**config.mk**
```make
export PLATFORM = sky130hd
export DESIGN_NAME = misr_compactor
export DESIGN_NICKNAME = d
export VERILOG_FILES = /design/src/rtl/misr_pkg.sv /design/src/rtl/misr_ctrl.sv /design/src/rtl/misr_stage.sv /design/src/rtl/misr_match.sv /design/src/rtl/misr_compactor.sv
export SDC_FILE = /design/constraint.sdc
export NUM_CORES = 1
export LEC_CHECK = 0
export ABC_CLOCK_PERIOD_IN_PS = 1550
export CAP_MARGIN = 20
export CORE_AREA = 2 2 39 41
export CTS_CLUSTER_SIZE = 40
export DETAILED_ROUTE_END_ITERATION = 12
export DIE_AREA = 0 0 41 43
export GPL_ROUTABILITY_DRIVEN = 0
export PLACE_DENSITY = 0.59
export REMOVE_ABC_BUFFERS = 1
export SYNTH_ARGS = -nofsm -noshare
export SYNTH_HDL_FRONTEND = slang
export SYNTH_HIERARCHICAL = 1
export SYNTH_SLANG_ARGS = --single-unit
```
**constraint.sdc**
```tcl
create_clock -name clk -period 1.55 [get_ports clk]
set_clock_uncertainty 0.1 [all_clocks]
set_input_delay 0.155 -clock clk [delete_from_list [all_inputs] [get_ports clk]]
set_output_delay 0.155 -clock clk [all_outputs]
set_load 0.01 [all_outputs]
```
**src/rtl/misr_pkg.sv**
```systemverilog
package misr_pkg;

  // Action applied to every stage at the next rising edge
  typedef enum logic [1:0] {
    OP_HOLD  = 2'd0,
    OP_SHIFT = 2'd1,
    OP_SEED  = 2'd2,
    OP_CLEAR = 2'd3
  } misr_op_e;

endpackage

```
**src/rtl/misr_ctrl.sv**
```systemverilog
module misr_ctrl
  import misr_pkg::*;
(
  input  logic     rst,
  input  logic     seed_load,
  input  logic     enable,
  output misr_op_e op
);

  // Fixed priority: clear, then seed, then shift, otherwise hold
  always_comb begin
    if (rst)            op = OP_CLEAR;
    else if (seed_load) op = OP_SEED;
    else if (enable)    op = OP_SHIFT;
    else                op = OP_HOLD;
  end

endmodule

```
**src/rtl/misr_stage.sv**
```systemverilog
module misr_stage
  import misr_pkg::*;
#(
  parameter logic TAP = 1'b0
) (
  input  logic     clk,
  input  misr_op_e op,
  input  logic     prev_bit,
  input  logic     fb_bit,
  input  logic     data_bit,
  input  logic     seed_bit,
  output logic     next_bit,
  output logic     q
);

  logic shift_val;

  generate
    if (TAP) begin : g_tap
      assign shift_val = prev_bit ^ fb_bit ^ data_bit;
    end else begin : g_notap
      assign shift_val = prev_bit ^ data_bit;
    end
  endgenerate

  always_comb begin
    case (op)
      OP_CLEAR: next_bit = 1'b0;
      OP_SEED:  next_bit = seed_bit;
      OP_SHIFT: next_bit = shift_val;
      default:  next_bit = q;
    endcase
  end

  always_ff @(posedge clk) begin
    q <= next_bit;
  end

endmodule

```
**src/rtl/misr_match.sv**
```systemverilog
module misr_match
  import misr_pkg::*;
#(
  parameter int WIDTH = 3
) (
  input  logic             clk,
  input  logic             rst,
  input  misr_op_e         op,
  input  logic [WIDTH-1:0] sig_next,
  input  logic [WIDTH-1:0] sig_q,
  input  logic [WIDTH-1:0] expected,
  output logic             match
);

  always_ff @(posedge clk) begin
    if (op == OP_CLEAR) match <= 1'b0;
    else                match <= (sig_next == expected);
  end


  match_expected_chk: assert property (@(posedge clk) disable iff (rst)
    !rst |=> (match == (sig_q == $past(expected))));

endmodule

```
**src/rtl/misr_compactor.sv**
```systemverilog
module misr_compactor
  import misr_pkg::*;
#(
  parameter int             WIDTH    = 3,
  parameter logic [WIDTH-1:0] TAP_MASK = 3'b011
) (
  input  logic             clk,
  input  logic             rst,
  input  logic             seed_load,
  input  logic [WIDTH-1:0] seed_value,
  input  logic             enable,
  input  logic [WIDTH-1:0] data_in,
  input  logic [WIDTH-1:0] expected,
  output logic [WIDTH-1:0] signature,
  output logic             match
);

  localparam int MSB = WIDTH - 1;

  misr_op_e         op;
  logic [WIDTH-1:0] sig_q;
  logic [WIDTH-1:0] sig_next;

  misr_ctrl u_ctrl (
    .rst       (rst),
    .seed_load (seed_load),
    .enable    (enable),
    .op        (op)
  );

  generate
    for (genvar i = 0; i < WIDTH; i++) begin : g_stage
      logic prev_bit;
      if (i == 0) begin : g_head
        assign prev_bit = 1'b0;
      end else begin : g_body
        assign prev_bit = sig_q[i-1];
      end
      misr_stage #(.TAP(TAP_MASK[i])) u_stage (
        .clk      (clk),
        .op       (op),
        .prev_bit (prev_bit),
        .fb_bit   (sig_q[MSB]),
        .data_bit (data_in[i]),
        .seed_bit (seed_value[i]),
        .next_bit (sig_next[i]),
        .q        (sig_q[i])
      );
    end
  endgenerate

  misr_match #(.WIDTH(WIDTH)) u_match (
    .clk      (clk),
    .rst      (rst),
    .op       (op),
    .sig_next (sig_next),
    .sig_q    (sig_q),
    .expected (expected),
    .match    (match)
  );

  assign signature = sig_q;


  reset_clear_chk: assert property (@(posedge clk)
    rst |=> (signature == '0 && !match));


  seed_load_chk: assert property (@(posedge clk) disable iff (rst)
    seed_load |=> (signature == $past(seed_value)));


  hold_stable_chk: assert property (@(posedge clk) disable iff (rst)
    (!seed_load && !enable) |=> $stable(signature));


  zero_lock_chk: assert property (@(posedge clk) disable iff (rst)
    (enable && !seed_load && signature == '0 && data_in == '0) |=> (signature == '0));

endmodule

```
==> flow_summary.yaml <==
outcome:
  status: "finished, final reports clean"
synth:
  synth_seq_cells: 4
  ys_top_cells_by_area: "dfxtp_1 (29%), xnor3_1 (16%), mux2i_1 (11%)"
  synth_xor_area_frac: 0.287
  syn-instance-count: 26
  muxShareOfSynthArea: 0.108
  synth_top_family_by_area: "XOR/XNOR gates"
  synth_simple_gate_area_frac: 0.0897
  synth.distinct_cells: 13
  yosysTopAreaCellShare: 0.287
  netlist_area_um2: 279
  synth_fa_ha_area_frac: 0
  synth_compound_area_frac: 0.148
  syn_area_per_cell_um2: 10.7
  yosysWarnings: 6
  seq_area_frac_synth: 0.287
  yosys.area.top_type: "dfxtp_1"
timing:
  setup_viol: 0
  rsz0062_at_grt: "yes"
  fin_tns_setup_ps: 0
  timing.final.max_slew_violations: 0
  period_needed_ps: 1460
  max_freq_mhz: 685
  post-route-period-util: 0.942
  holdWs_ps: 295
  hold_viol: 0
final_layout:
  final_common_cell: "clkdlybuf4s50_1"
  final_cell_mix: "clkdlybuf4s50_1 (11), buf_4 (5)"
  nNetsFinal: 64
  insertedDiodeCount: 0
  drive_gt1_frac: 0.347
  n_fill_cell: 148
  area_growth_pct: 97.8
  utilization: 0.399
  final_cells: 65
critical_path:
  reg2reg_slack_ps: 90
  path_buf_inv: 0
  start_kind: "flop"
  critical_path_depth: 4
  worst_setup_path_end_kind: "flop"
  r2r_end: "u_match/match$_SDFF_PN0_"
  r2r_cells: 4
  cp_slowest_stage_delay_ps: 340
  required_ps: 1580
  cp_slowest_cell: "xnor3_1"
  r2r_start: "g_stage[0].u_stage/q$_DFF_P_"
  crit_family: "compound AO/OA/AOI/OAI gates"
  crit_chain: "xnor3_1 > o22ai_2 > xor2_1 > a2111oi_2"
  path_max_fanout: 3
  path_class: "reg -> reg"
  crit_arrival_ps: 1490
floorplan:
  ios: 17
  start_util: 0.202
  fp.dieH_um: 43
  die_w_um: 41
  coreArea_um2: 1380
  dieArea_um2: 1760
  num_rows: 14
detailed_routing:
  drt_iter0_drc: 0
  via_count: 264
  routedWlPerCell_um: 11.0
  wl_um: 716
  viasPerCell: 4.06
  dr.pass1.iters: 1
  drc: 0
  ant_nets: 0
cts:
  insertion_delay_ps: 230
  cts_buffer_depth: 2
  cts_buffers: 3
  cts-root-buf: "clkbuf_4"
  clk_pin_slew_ps: 40
  ctsHtreeMaxLevel: 1
  clkSinkCount: 4
  cts_tree: "built"
global_route:
  grt_pass1_wl_um: 1050
  grt.total_usage: 0.0938
  grt_max_degree: 8
  grt_pass1_vias: 282
  antenna_found_initial: 0
  grt_overflow: 0
job:
  maxCapViolations: 0
worst_hold_path:
  hold_start: "data_in[0]"
  whs_path_depth: 3
  hp-class: "in -> reg"
  holdPathEnd: "g_stage[0].u_stage/q$_DFF_P_"
placed_design:
  portBuffers: 16
  hpwl_um: 496
  place_inst: 60
power:
  power.density_nw_per_um2: 729
  p_leak_nw: 0.270
  ir_worst_vdd_uv: 343
==> metal layers <==
| layer | track usage | vias to the layer above | routed length, um |
|---|---|---|---|
| met5 | 0 | - | 0 |
| met4 | 0.0600 | 0 | 0 |
| met3 | 0.0366 | 0 | 84 |
| met2 | 0.144 | 13 | 338 |
| met1 | 0.101 | 116 | 293 |
| li1 | - | 135 | - |
==> Yosys cell counts <==
master	n
dfxtp_1	4
mux2i_1	3
nand2b_1	3
o22ai_1	3
xor2_1	3
buf_4	2
xnor3_1	2
a2111oi_2	1
a21o_1	1
conb_1	1
inv_1	1
or2_1	1
xnor2_1	1
==> power by group <==
part / switching (mW) / internal, mW
Combinational: 0.0506 / 0.0966
Clock: 0.0455 / 0.0868
Sequential: 0.00792 / 0.115
Total: 0.104 / 0.298
==> through the flow <==
step                      power [mW]  setup WS [ps]  area (um^2)
after detailed placement       0.259           -399          474
final                          0.402           89.7          552
after floorplan                0.188          -38.5          264
after global routing           0.427          -14.2          552
after global placement         0.259           -362          474
after CTS                      0.402           8.86          509
==> worst max-delay path by stage <==
stage	start	end	slack (ps)
6_report	g_stage[0].u_stage/q$_DFF_P_	u_match/match$_SDFF_PN0_	90
5_1_grt	g_stage[0].u_stage/q$_DFF_P_	u_match/match$_SDFF_PN0_	-10
4_1_cts	g_stage[2].u_stage/q$_DFF_P_	signature[2]	9
3_5_place_dp	seed_load	u_match/match$_SDFF_PN0_	-400
3_3_place_gp	seed_load	u_match/match$_SDFF_PN0_	-360
2_1_floorplan	g_stage[2].u_stage/q$_DFF_P_	u_match/match$_SDFF_PN0_	-40
==> state kept, by name, indices dropped and copies added (netlist names) <==
register           count
g_stage.u_stage/q      3
u_match/match          1
==> area by class of cell <==
type | count | area, um^2 | area share
Inverter | 1 | 3.75 | 0.00680
Sequential cell | 4 | 82.6 | 0.150
Timing Repair Buffer | 22 | 216 | 0.392
Tap cell | 16 | 20.0 | 0.0363
Clock buffer | 3 | 22.5 | 0.0408
Multi-Input combinational cell | 19 | 206 | 0.374
==> timing repair <==
item	in CTS	in global routing
resized for setup	5	11
pin swaps	4	8
hold buffers	0	0
setup endpoints to repair	1	2
setup buffers	0	2
==> worst min-delay path, delay by kind of cell <==
| family | cells | cell delay, ps |
|---|---|---|
| AOI/OAI and AO/OA | 1 | 100 |
| xor gates and xnor gates | 1 | 240 |
| buffers and inverters | 1 | 80 |
==> cell families (layout without fill, tap and decap cells) <==
family,Yosys count,count (layout)
buffers and inverters,3,26
XOR/XNOR,6,6
multiplexers,3,3
flip-flops,4,4
AND/OR/NAND/NOR,4,4
AO/OA/AOI/OAI,5,5
other,1,1
Note: power is estimated with default switching activity, not from simulation.
